## config.mk

```make
export PLATFORM = sky130hd
export DESIGN_NAME = sdr_open_row_seq
export DESIGN_NICKNAME = d
export VERILOG_FILES = /design/src/rtl/sdr_seq_pkg.sv /design/src/rtl/sdr_addr_split.sv /design/src/rtl/sdr_lat_timer.sv /design/src/rtl/sdr_open_row_seq.sv
export SDC_FILE = /design/constraint.sdc
export NUM_CORES = 1
export LEC_CHECK = 0
export BUFFER_PORTS_ARGS = -buffer_cell sky130_fd_sc_hd__buf_2
export CAP_MARGIN = 20
export CORE_UTILIZATION = 30
export CTS_BUF_LIST = sky130_fd_sc_hd__clkbuf_2
export DETAILED_ROUTE_END_ITERATION = 10
export GPL_TIMING_DRIVEN = 0
export SLEW_MARGIN = 0
export SYNTH_ARGS = -nofsm -noshare
export SYNTH_HDL_FRONTEND = slang
export SYNTH_SLANG_ARGS = --single-unit
```

## constraint.sdc

```tcl
create_clock -name clk -period 1.71 [get_ports clk]
set_clock_uncertainty 0.1 [all_clocks]
set_input_delay 0.0855 -clock clk [delete_from_list [all_inputs] [get_ports clk]]
set_output_delay 0.0855 -clock clk [all_outputs]
set_load 0.02 [all_outputs]
```

## src/rtl/sdr_seq_pkg.sv

```systemverilog
package sdr_seq_pkg;

    typedef enum logic [2:0] {
        CMD_NOP  = 3'd0,
        CMD_ACT  = 3'd1,
        CMD_RD   = 3'd2,
        CMD_WR   = 3'd3,
        CMD_PRE  = 3'd4,
        CMD_STOP = 3'd5
    } sdr_cmd_e;

    typedef enum logic [2:0] {
        ST_IDLE,
        ST_ACT_WAIT,
        ST_ROW_ACT,
        ST_RD_WAIT,
        ST_WR_STOP
    } sdr_state_e;

endpackage

```

## src/rtl/sdr_addr_split.sv

```systemverilog
module sdr_addr_split #(
    parameter int ROW_W = 4,
    parameter int COL_W = 4
) (
    input  logic [ROW_W+COL_W-1:0] addr,
    input  logic [ROW_W-1:0]       open_row,
    output logic [ROW_W-1:0]       row,
    output logic [COL_W-1:0]       col,
    output logic                   hit
);
    assign row = addr[ROW_W+COL_W-1:COL_W];
    assign col = addr[COL_W-1:0];
    assign hit = (row == open_row);
endmodule

```

## src/rtl/sdr_lat_timer.sv

```systemverilog
module sdr_lat_timer #(
    parameter int LAT = 2
) (
    input  logic clk,
    input  logic rst_n,
    input  logic start,
    output logic done
);
    localparam int CW = $clog2(LAT + 1) + 1;

    logic [CW-1:0] cnt_d, cnt_q;
    logic          run_d, run_q;

    assign done = run_q && (cnt_q == CW'(LAT));

    always_comb begin
        cnt_d = cnt_q;
        run_d = run_q;
        if (start) begin
            cnt_d = '0;
            run_d = 1'b1;
        end else if (done) begin
            run_d = 1'b0;
        end else if (run_q) begin
            cnt_d = cnt_q + 1'b1;
        end
    end

    always_ff @(posedge clk) begin
        if (!rst_n) begin
            cnt_q <= '0;
            run_q <= 1'b0;
        end else begin
            cnt_q <= cnt_d;
            run_q <= run_d;
        end
    end
endmodule

```

## src/rtl/sdr_open_row_seq.sv

```systemverilog
module sdr_open_row_seq
    import sdr_seq_pkg::*;
#(
    parameter int ROW_W  = 4,
    parameter int COL_W  = 4,
    parameter int DATA_W = 16,
    parameter int RD_LAT = 2
) (
    input  logic                                   clk,
    input  logic                                   rst_n,
    input  logic                                   req,
    input  logic                                   rw,
    input  logic [ROW_W+COL_W-1:0]                 addr,
    input  logic [DATA_W-1:0]                      wdata,
    output logic [DATA_W-1:0]                      rdata,
    output logic                                   ready,
    output logic [2:0]                             sd_cmd,
    output logic [((ROW_W > COL_W) ? ROW_W : COL_W)-1:0] sd_addr,
    output logic [DATA_W-1:0]                      sd_wdata,
    input  logic [DATA_W-1:0]                      sd_rdata
);
    localparam int SA_W = (ROW_W > COL_W) ? ROW_W : COL_W;

    typedef struct packed {
        sdr_state_e         st;
        logic [ROW_W-1:0]   open_row;
        sdr_cmd_e           cmd;
        logic [SA_W-1:0]    sd_addr;
        logic [DATA_W-1:0]  sd_wdata;
        logic [DATA_W-1:0]  rdata;
        logic               ready;
    } seq_t;

    seq_t r_d, r_q;

    logic [ROW_W-1:0] row;
    logic [COL_W-1:0] col;
    logic             hit;
    logic             tmr_start;
    logic             tmr_done;
    logic [SA_W-1:0]  row_ext;
    logic [SA_W-1:0]  col_ext;

    sdr_addr_split #(.ROW_W(ROW_W), .COL_W(COL_W)) u_split (
        .addr     (addr),
        .open_row (r_q.open_row),
        .row      (row),
        .col      (col),
        .hit      (hit)
    );

    sdr_lat_timer #(.LAT(RD_LAT)) u_tmr (
        .clk   (clk),
        .rst_n (rst_n),
        .start (tmr_start),
        .done  (tmr_done)
    );

    always_comb begin
        row_ext = '0;
        row_ext[ROW_W-1:0] = row;
        col_ext = '0;
        col_ext[COL_W-1:0] = col;
    end

    always_comb begin
        r_d       = r_q;
        r_d.cmd   = CMD_NOP;
        r_d.ready = 1'b0;
        tmr_start = 1'b0;
        unique case (r_q.st)
            ST_IDLE: begin
                if (req) begin
                    r_d.cmd      = CMD_ACT;
                    r_d.sd_addr  = row_ext;
                    r_d.open_row = row;
                    r_d.st       = ST_ACT_WAIT;
                end
            end
            ST_ACT_WAIT: begin
                r_d.st = ST_ROW_ACT;
            end
            ST_ROW_ACT: begin
                if (req && hit) begin
                    r_d.sd_addr = col_ext;
                    if (rw) begin
                        r_d.cmd   = CMD_RD;
                        r_d.st    = ST_RD_WAIT;
                        tmr_start = 1'b1;
                    end else begin
                        r_d.cmd      = CMD_WR;
                        r_d.sd_wdata = wdata;
                        r_d.ready    = 1'b1;
                        r_d.st       = ST_WR_STOP;
                    end
                end else begin
                    r_d.cmd = CMD_PRE;
                    r_d.st  = ST_IDLE;
                end
            end
            ST_RD_WAIT: begin
                if (tmr_done) begin
                    r_d.rdata = sd_rdata;
                    r_d.ready = 1'b1;
                    r_d.st    = ST_ROW_ACT;
                end
            end
            ST_WR_STOP: begin
                r_d.cmd = CMD_STOP;
                r_d.st  = ST_ROW_ACT;
            end
            default: r_d.st = ST_IDLE;
        endcase
    end

    always_ff @(posedge clk) begin
        if (!rst_n) begin
            r_q.st       <= ST_IDLE;
            r_q.open_row <= '0;
            r_q.cmd      <= CMD_NOP;
            r_q.sd_addr  <= '0;
            r_q.sd_wdata <= '0;
            r_q.rdata    <= '0;
            r_q.ready    <= 1'b0;
        end else begin
            r_q <= r_d;
        end
    end

    assign sd_cmd   = r_q.cmd;
    assign sd_addr  = r_q.sd_addr;
    assign sd_wdata = r_q.sd_wdata;
    assign rdata    = r_q.rdata;
    assign ready    = r_q.ready;
endmodule

```

==> impl_metrics.tcl <==
set metrics [dict create \
    cts_buffers 5 \
    grt_pass1_wl_um 9690 \
    vias 2297 \
    dieArea_um2 8360 \
    crit_fanout 10 \
    status "completed" \
    period_minus_slack_ns 1.62 \
    seq_area_frac_synth_pct 42.5 \
    max_slew_margin_pct 64.1 \
    cts_max_path_buffers 2 \
    ir_drop_mv 0.252 \
    seqPwrFrac_pct 60.4 \
    holdCritPathClass "input pin to flip-flop" \
    syn_to_final_growth_pct 47.8 \
    rows 32 \
    die_x_um 91.5 \
    setup_viol 0 \
    overflow 0 \
    clk_pin_slew_ns 0.27 \
    slew_viol_final 0 \
    io_pins 84 \
    combPwrFrac_pct 15.8 \
    crit_type "flip-flop to flip-flop" \
    swShare_pct 27.6 \
    synth_cell_types 41 \
    cts-htree-levels 2 \
    layout_common_cells "buf_2 (86), dfxtp_1 (47), dlygate4sd3_1 (43), buf_4 (42), a21oi_1 (28)" \
    drive_gt1_share_pct 40.8 \
    track_usage_pct 14.4 \
    finish.instance_area_um2 3550 \
    drtIter0Drc 72 \
    via_per_inst 4.54 \
    netlist_area_um2 2400 \
    maxCapViolCount 0 \
    rsz0062_at_grt "true" \
    period_share_pct 94.4 \
    placed_area_um2 2950 \
    initial_core_util_pct 31.1 \
    totalPowerFinal_mw 2.03 \
    cts_tree "yes" \
    gp_congestion 0.782 \
    end_kind "flip-flop" \
    whs_ns 0.302 \
    core-area_um2 7730 \
    intPower_mw 1.47 \
    n_antenna_cell 0 \
    fin_util_pct 45.9 \
    fin_nets 449 \
    drc 0 \
    fin_setup_tns_ns 0 \
    post_drt_wl_per_cell_um 12.0 \
    power_frac_clock_pct 23.7 \
    hold_viol_final 0 \
    grt_antenna_before_repair 0 \
    yosys_warnings 0 \
    syn_avg_cell_area_um2 9.03 \
    dieHeight_um 91.5 \
    worstPathArrival_ns 1.88 \
    final_antenna_net_count 0 \
    synthCells 266 \
    cts.sinks 51 \
    ys_seq_elements 51 \
    root_buffer "clkbuf_2" \
    wirelength_um 6070 \
    clk_latency_ns 0.44 \
    portBuffers 83 \
    drtPass1Iterations 4 \
    grt_start_max_net_pins 16 \
    max_freq_ghz 0.619 \
    layout_commonest_cell "buf_2" \
    p_leak_nw 1.60 \
    worst-slew-pin-transition_ns 0.539 \
    switching_power_uw 560 \
    required_ns 1.98 \
    grt_pass1_vias 2110 \
    power_density_nw_per_um2 572 \
    post-dp-hpwl_um 3960 \
    synthesis.nets 312 \
    cp-start-kind "flip-flop" \
]
[sequential cells by signal (all words and copies together), names as in the netlist]
name and cells:
u_tmr.run_q 1, rdata 16, r_q 7, sd_addr 4, sd_cmd 3, u_tmr.cnt_q 3, sd_wdata 16, ready 1
[critical path, cell delays in order (launching register included)]
cell and delay, ns:
dfxtp_2 0.37, buf_6 0.13, or4b_1 0.68, o211ai_1 0.16, a31oi_1 0.10
[path summary, 6_finish.rpt]
| check | startpoint | end | slack, ns | depth (start not counted) |
|---|---|---|---|---|
| min reg2reg | r_q[42] | r_q[42] | 0.39 | 2 |
| max | r_q[46] | sd_addr[1] | 0.09 | 4 |
| max reg2reg | r_q[46] | sd_addr[1] | 0.09 | 4 |
| min | sd_rdata[10] | rdata[10] | 0.30 | 4 |
[what timing repair did]
action	in CTS	in global routing
endpoints found under the setup margin	34	35
setup buffers	2	2
gates resized for setup	3	24
pin swaps	2	3
hold buffers	43	0
cloned	0	1
hold endpoints to repair	50	0
[cells by family (layout without fill, tap and decap cells)]
kind of cell / after synthesis / after routing / share of synthesized area (%)
AO/OA/AOI/OAI: 61 / 61 / 14.3
XOR/XNOR: 5 / 5 / 1.82
adder cells (fa/ha/maj): 2 / 2 / 1.04
buffers and inverters: 60 / 198 / 17.1
flip-flops: 51 / 51 / 42.5
multiplexers: 16 / 16 / 6.67
AND/OR/NAND/NOR: 71 / 71 / 16.5
[synthesized netlist by cell type]
library cell,n,area share (%)
dfxtp_1,51,43
buf_4,40,13
a21oi_1,30,6.3
nor2_1,20,3.1
mux2i_1,16,6.7
nand4_1,16,4.2
nand2_1,12,1.9
o21ai_0,10,2.1
clkbuf_1,9,1.4
o21ai_1,9,1.9
nand3_1,6,1.3
xnor2_1,5,1.8
buf_2,3,0.63
inv_1,3,0.47
o211ai_1,3,0.94
a31oi_1,2,0.52
and3_1,2,0.52
buf_6,2,0.94
ha_1,2,1.0
nand2b_1,2,0.52
nor3_1,2,0.42
or3_1,2,0.52
a211o_1,1,0.36
a311oi_1,1,0.36
a31o_2,1,0.36
and2_1,1,0.26
buf_12,1,0.83
clkinv_1,1,0.16
inv_2,1,0.16
nand3b_2,1,0.47
nand4b_1,1,0.36
nor2b_1,1,0.26
nor3_4,1,0.68
nor3b_2,1,0.52
nor4_2,1,0.52
nor4b_2,1,0.63
o21ba_2,1,0.42
o311a_1,1,0.42
o31a_1,1,0.36
o41ai_1,1,0.36
or4b_1,1,0.42
[through the flow]
| step | cells | worst slack [ns] |
|---|---|---|
| floorplan | 266 | 0.0118 |
| global route | 506 | -0.0267 |
| finish | 506 | 0.0950 |
| detailed placement | 451 | -0.178 |
| CTS | 504 | 0.0103 |
| global placement | 451 | -0.174 |
[per-layer routing]
layer / routed length (um) / GRT usage [%]
met2: 2900 / 23.3
met3: 216 / 2.60
met5: 0 / 0
met1: 2890 / 19.6
met4: 70 / 3.97
[cell type report]
class | count | area [um2]
fill | 781 | 4180
sequential | 51 | 1030
multi-input combinational | 155 | 1030
timing repair buffer | 131 | 908
buffer | 54 | 399
tap | 102 | 128
clock buffer | 5 | 25.0
inverter | 5 | 18.8
clock inverter | 3 | 15.0
[power groups by stage]
stage / clock [mW] / sequential, mW / combinational (mW)
3_5_place_dp: 0 / 1.25 / 0.234
6_report: 0.482 / 1.23 / 0.321
4_1_cts: 0.508 / 1.23 / 0.313
5_1_grt: 0.553 / 1.23 / 0.350
3_3_place_gp: 0 / 1.25 / 0.232
2_1_floorplan: 0 / 1.24 / 0.132
Power figures use the tool's default switching activity.
